## config.mk

```make
export PLATFORM = sky130hd
export DESIGN_NAME = uart_irq_id
export DESIGN_NICKNAME = d
export VERILOG_FILES = /design/src/rtl/uart_irq_pkg.sv /design/src/rtl/uart_ier_reg.sv /design/src/rtl/uart_thre_pend.sv /design/src/rtl/uart_irq_prio.sv /design/src/rtl/uart_irq_id.sv
export SDC_FILE = /design/constraint.sdc
export NUM_CORES = 1
export LEC_CHECK = 0
export BUFFER_PORTS_ARGS = -buffer_cell sky130_fd_sc_hd__buf_2
export CAP_MARGIN = 0
export CORE_UTILIZATION = 37
export DETAILED_ROUTE_END_ITERATION = 8
export GPL_TIMING_DRIVEN = 0
export HOLD_SLACK_MARGIN = 0.15
export MAX_ROUTING_LAYER = met4
export PLACE_DENSITY = 0.77
export SYNTH_ARGS = -nofsm -noshare
export SYNTH_HDL_FRONTEND = slang
export SYNTH_HIERARCHICAL = 1
export SYNTH_SLANG_ARGS = --single-unit
```

## constraint.sdc

```tcl
create_clock -name clk_i -period 2.1 [get_ports clk_i]
set_input_delay 0.42 -clock clk_i [delete_from_list [all_inputs] [get_ports clk_i]]
set_output_delay 0.42 -clock clk_i [all_outputs]
set_load 0.02 [all_outputs]
```

## src/rtl/uart_irq_pkg.sv

```systemverilog
package uart_irq_pkg;
  typedef enum logic [3:0] {
    IID_MODEM   = 4'h0,
    IID_NONE    = 4'h1,
    IID_THRE    = 4'h2,
    IID_RXDATA  = 4'h4,
    IID_LINE    = 4'h6,
    IID_TIMEOUT = 4'hC
  } iid_e;

  localparam int unsigned IER_W = 4;
  localparam int unsigned MSR_W = 4;
  localparam logic [7:0] LSR_ERR_MASK = 8'h1E;

  // enable bit positions
  localparam int unsigned EN_RX  = 0;
  localparam int unsigned EN_TX  = 1;
  localparam int unsigned EN_LS  = 2;
  localparam int unsigned EN_MS  = 3;
endpackage

```

## src/rtl/uart_ier_reg.sv

```systemverilog
module uart_ier_reg
  import uart_irq_pkg::*;
(
  input  logic             clk_i,
  input  logic             rst_ni,
  input  logic             wr_i,
  input  logic [7:0]       wdata_i,
  output logic [IER_W-1:0] ier_d_o,
  output logic [IER_W-1:0] ier_q_o
);
  logic [IER_W-1:0] ier_q;

  assign ier_d_o = wr_i ? wdata_i[IER_W-1:0] : ier_q;
  assign ier_q_o = ier_q;

  always_ff @(posedge clk_i or negedge rst_ni) begin
    if (!rst_ni) ier_q <= '0;
    else         ier_q <= ier_d_o;
  end
endmodule

```

## src/rtl/uart_thre_pend.sv

```systemverilog
module uart_thre_pend (
  input  logic clk_i,
  input  logic rst_ni,
  input  logic thr_empty_i,
  input  logic ier_wr_i,
  input  logic thr_wr_i,
  input  logic iir_rd_i,
  output logic pend_d_o
);
  logic pend_q;
  logic empty_q;
  logic set_ev;
  logic clr_ev;

  // empty_q resets high: the holding register is empty out of reset, no edge
  assign set_ev   = (thr_empty_i & ~empty_q) | (ier_wr_i & thr_empty_i);
  assign clr_ev   = iir_rd_i | thr_wr_i;
  assign pend_d_o = clr_ev ? 1'b0 : (set_ev ? 1'b1 : pend_q);

  always_ff @(posedge clk_i or negedge rst_ni) begin
    if (!rst_ni) begin
      pend_q  <= 1'b0;
      empty_q <= 1'b1;
    end else begin
      pend_q  <= pend_d_o;
      empty_q <= thr_empty_i;
    end
  end
endmodule

```

## src/rtl/uart_irq_prio.sv

```systemverilog
module uart_irq_prio
  import uart_irq_pkg::*;
#(
  parameter int unsigned CNT_W = 5
) (
  input  logic [IER_W-1:0] ier_i,
  input  logic [7:0]       lsr_i,
  input  logic             timeout_i,
  input  logic             fifo_en_i,
  input  logic [CNT_W-1:0] rx_count_i,
  input  logic [CNT_W-1:0] rx_trig_i,
  input  logic [MSR_W-1:0] msr_delta_i,
  input  logic             thre_pend_i,
  output iid_e             code_o
);
  localparam int unsigned NSRC = 5;

  logic [NSRC-1:0] act;
  iid_e            code_tab [NSRC];
  logic            rx_lvl_ok;

  assign rx_lvl_ok = ~fifo_en_i | (rx_count_i >= rx_trig_i);

  // index 0 is most urgent
  assign act[0] = ier_i[EN_LS] & |(lsr_i & LSR_ERR_MASK);
  assign act[1] = ier_i[EN_RX] & timeout_i;
  assign act[2] = ier_i[EN_RX] & lsr_i[0] & rx_lvl_ok;
  assign act[3] = ier_i[EN_TX] & thre_pend_i;
  assign act[4] = ier_i[EN_MS] & |msr_delta_i;

  assign code_tab[0] = IID_LINE;
  assign code_tab[1] = IID_TIMEOUT;
  assign code_tab[2] = IID_RXDATA;
  assign code_tab[3] = IID_THRE;
  assign code_tab[4] = IID_MODEM;

  always_comb begin
    code_o = IID_NONE;
    for (int i = NSRC - 1; i >= 0; i--) begin
      if (act[i]) code_o = code_tab[i];
    end
  end
endmodule

```

## src/rtl/uart_irq_id.sv

```systemverilog
module uart_irq_id
  import uart_irq_pkg::*;
#(
  parameter int unsigned CNT_W = 5
) (
  input  logic             clk_i,
  input  logic             rst_ni,
  input  logic             ier_wr_i,
  input  logic [7:0]       ier_wdata_i,
  input  logic             thr_wr_i,
  input  logic             iir_rd_i,
  input  logic             thr_empty_i,
  input  logic [7:0]       lsr_i,
  input  logic             timeout_pend_i,
  input  logic             fifo_en_i,
  input  logic [CNT_W-1:0] rx_count_i,
  input  logic [CNT_W-1:0] rx_trig_i,
  input  logic [3:0]       msr_delta_i,
  output logic [7:0]       ier_o,
  output logic [7:0]       iir_o,
  output logic             irq_o
);
  logic [IER_W-1:0] ier_d;
  logic [IER_W-1:0] ier_q;
  logic             pend_d;
  iid_e             code_d;
  logic [7:0]       iir_q;
  logic             irq_q;

  uart_ier_reg u_ier (
    .clk_i   (clk_i),
    .rst_ni  (rst_ni),
    .wr_i    (ier_wr_i),
    .wdata_i (ier_wdata_i),
    .ier_d_o (ier_d),
    .ier_q_o (ier_q)
  );

  uart_thre_pend u_pend (
    .clk_i       (clk_i),
    .rst_ni      (rst_ni),
    .thr_empty_i (thr_empty_i),
    .ier_wr_i    (ier_wr_i),
    .thr_wr_i    (thr_wr_i),
    .iir_rd_i    (iir_rd_i),
    .pend_d_o    (pend_d)
  );

  // evaluate against post-edge enable and flag so a read clears in one step
  uart_irq_prio #(.CNT_W(CNT_W)) u_prio (
    .ier_i       (ier_d),
    .lsr_i       (lsr_i),
    .timeout_i   (timeout_pend_i),
    .fifo_en_i   (fifo_en_i),
    .rx_count_i  (rx_count_i),
    .rx_trig_i   (rx_trig_i),
    .msr_delta_i (msr_delta_i),
    .thre_pend_i (pend_d),
    .code_o      (code_d)
  );

  always_ff @(posedge clk_i or negedge rst_ni) begin
    if (!rst_ni) begin
      iir_q <= {4'h0, IID_NONE};
      irq_q <= 1'b0;
    end else begin
      iir_q <= {{2{fifo_en_i}}, 2'b00, code_d};
      irq_q <= (code_d != IID_NONE);
    end
  end

  assign iir_o = iir_q;
  assign irq_o = irq_q;
  assign ier_o = {{(8 - IER_W){1'b0}}, ier_q};
endmodule

```

==> results.md <==
- Final setup violation count: 0
- Post-route ant nets: 0
- Hold path startpoint: thr_empty_i
- DP HPWL: 1110 um
- Largest family of logic cells by synthesized area: simple AND/OR/NAND/NOR gates
- Max FO, Critical Path: 5
- Slowest CP cell: or4b_1
- FP Rows: 14
- Reg2Reg Depth: 5
- Hold depth: 1
- CTS Sinks: 12
- First-pass GRT wire length: 1960 um
- Most frequent cells in the layout: buf_2 (41), dfrtp_1 (10), buf_4 (7), inv_1 (7), conb_1 (6)
- WP data required: 2.24 ns
- Synth cell types: 24
- Setup crit start kind: input pin
- Area share of xor/xnor cells in the synthesized design: 0
- Compound-Gate Fraction of Synth Area: 0.121
- Slowest stage delay, CP: 0.44 ns
- Power density cells: 621 nW/um^2
- Worst-path clk slew: 0.07 ns
- Final Skew: 0.000309 ns
- RSZ-0062 raised after global routing: false
- Pleak: 0.525 nW
- Post-Syn Instances: 57
- Total number of vias: 575
- Final worst-path cycle share: 0.935
- Num CTS Buffers: 3
- Critical Path Sink Type: flop
- Worst setup path class: in -> reg
- Final instance area: 961 um^2
- Worst hold path class: in -> reg
- Initial antenna violation count: 0
- Via-to-Cell Ratio: 4.36
- Die X: 44.3 um
- Die area: 1960 um^2
- Critical Path AT: 2.10 ns
- Resized Gates After CTS: 0
- Initial core utilization: 0.414
- Layout cells sized above 1: 0.593
- Layout area overhead: 45.5%
- Max Cap Violations: 0
- # nets final: 152
- Fin crit period: 1.96 ns
- Gr usage total: 0.145
- Adder-Cell Fraction of Synth Area: 0.0947
- Fmax: 0.509 GHz
- Reg2Reg Setup Slack: 0.15 ns
- Worst r2r src: u_ier/ier_q_o[0]
- Pin count of the biggest net entering global routing: 13
- Synth warn: 6
- Final Hold Viols: 0
- Root buffer cell: clkbuf_4
- Number of synthesized register bits: 12
- Count of buffers from port buffering: 41
- Syn Area/Cell: 11.6 um^2
- Sum Neg Setup Slack: 0 ns
- Detailed-route DRC error count: 5
- Drt total wl: 1270 um
- Commonest non-fill, non-tap cell in the layout: buf_2
- VDD IR-drop max: 0.000263 V
- Detailed Routing Iterations Pass 1: 5
- # H-tree levels: 1
- Area post-placement: 915 um^2
- TritonCTS clock tree: built
- First-iteration detailed-routing DRC count: 7
- Sequential cell area fraction in the yosys report: 0.458
- Clock latency on the worst-skew pair: 0.26 ns
- DR WL/cell: 9.61 um
- Failing checks: DRC
- CP cell instances: buf_2 > mux2_2 > and2_2 > a311oi_2 > and4_1 > or4b_1
- Core Region: 1590 um^2
- Final Wtd Congestion: 0.706
- WHS Endpoint: u_pend/empty_q
- I/O pin count: 55
- Vias in the first global route: 501
- CP Launch Point: ier_wr_i
- Multiplexer share of the synthesized area: 0.0682
- Post-Synth Simple-Gate Area: 0.133
- Reg2reg end: irq_o
- Gr ovfl total: 0
- ANT cells: 0
- Fin. max-slew vios: 0
- Die Ht: 44.3 um
- Status: complete, but fails checks
- Max clock buf depth: 2
- Post-Syn Area: 661 um^2
-- layout make-up --
cell class                 instances  area, um^2
fill                             147         633
sequential                        12         303
multi-input combinational         36         298
timing repair buffer              42         215
buffer                             7        52.6
clock buffer                       4        36.3
tap                               24        30.0
inverter                           7        26.3
-- critical path: cells and delay by family --
kind / cells / cell delay, ns
buf+inv: 1 / 0.14
mux: 1 / 0.39
compound gates: 1 / 0.25
simple gates: 3 / 0.91
-- cells by family (layout without fill, tap and decap cells) --
| kind of cell | Yosys count | count (layout) |
|---|---|---|
| and+or+nand+nor | 14 | 14 |
| buffers and inverters | 14 | 60 |
| DFF | 12 | 12 |
| AOI/OAI and AO/OA | 7 | 7 |
| adders and majority gates | 5 | 5 |
| muxes | 4 | 4 |
| other | 1 | 6 |
-- synth_stat cells --
cell type	count	share of area
nor4_2	1	0.019
ha_1	5	0.095
a311oi_2	1	0.023
o41ai_4	1	0.042
o41ai_1	1	0.013
and3_1	1	0.0095
nand2_1	5	0.028
and2_2	1	0.011
mux2_2	4	0.068
dfstp_2	2	0.080
and2_1	1	0.0095
or4b_1	1	0.015
a31oi_1	1	0.0095
conb_1	1	0.0057
dfrtp_1	10	0.38
o21ai_1	1	0.0076
a21oi_2	1	0.013
nor2_1	1	0.0057
nor2b_1	1	0.0095
nor3b_1	1	0.011
inv_1	7	0.040
and4_1	1	0.013
a31o_2	1	0.013
buf_4	7	0.080
-- how the worst max path moves through the flow --
stage	to	slack, ns	cells after the start
final	irq_o	0.14	6
after global routing	irq_o	0.07	5
after floorplan	irq_o	0.13	5
after detailed placement	irq_o	-0.14	6
after global placement	irq_o	-0.15	6
after CTS	irq_o	0.15	5
-- routing by layer --
metal | GRT usage | wire length [um]
met1 | 0.147 | 478
met2 | 0.256 | 645
met3 | 0.0245 | 131
met4 | 0.0909 | 12
met5 | - | 0
-- where the power goes --
part           internal [mW]  total (mW)  switching (mW)
Sequential             0.252       0.259         0.00670
Combinational         0.0730       0.160          0.0872
Clock                  0.105       0.177          0.0721
Total                  0.431       0.596           0.166
-- metrics by stage --
step	std cells	setup WS [ns]	utilization	hold WS (ns)	power, mW
after floorplan	62	0.133	-	0.124	0.359
after global placement	127	-0.151	0.574	0.304	0.417
after detailed placement	127	-0.140	0.574	0.307	0.425
after CTS	132	0.146	0.603	0.254	0.605
after global routing	132	0.0744	0.603	0.244	0.634
final	132	0.137	0.603	0.263	0.596
-- timing repair --
item                      in CTS  in global routing
hold endpoints to repair      10                  0
hold buffers                   1                  0
setup buffers                  0                  0
-- state kept, by name, indices dropped and copies added (netlist names) --
| register | cells |
|---|---|
| iir_o | 5 |
| u_pend/pend_q | 1 |
| u_pend/empty_q | 1 |
| irq_o | 1 |
| u_ier/ier_q_o | 4 |
(Power assumes the default switching activity.)
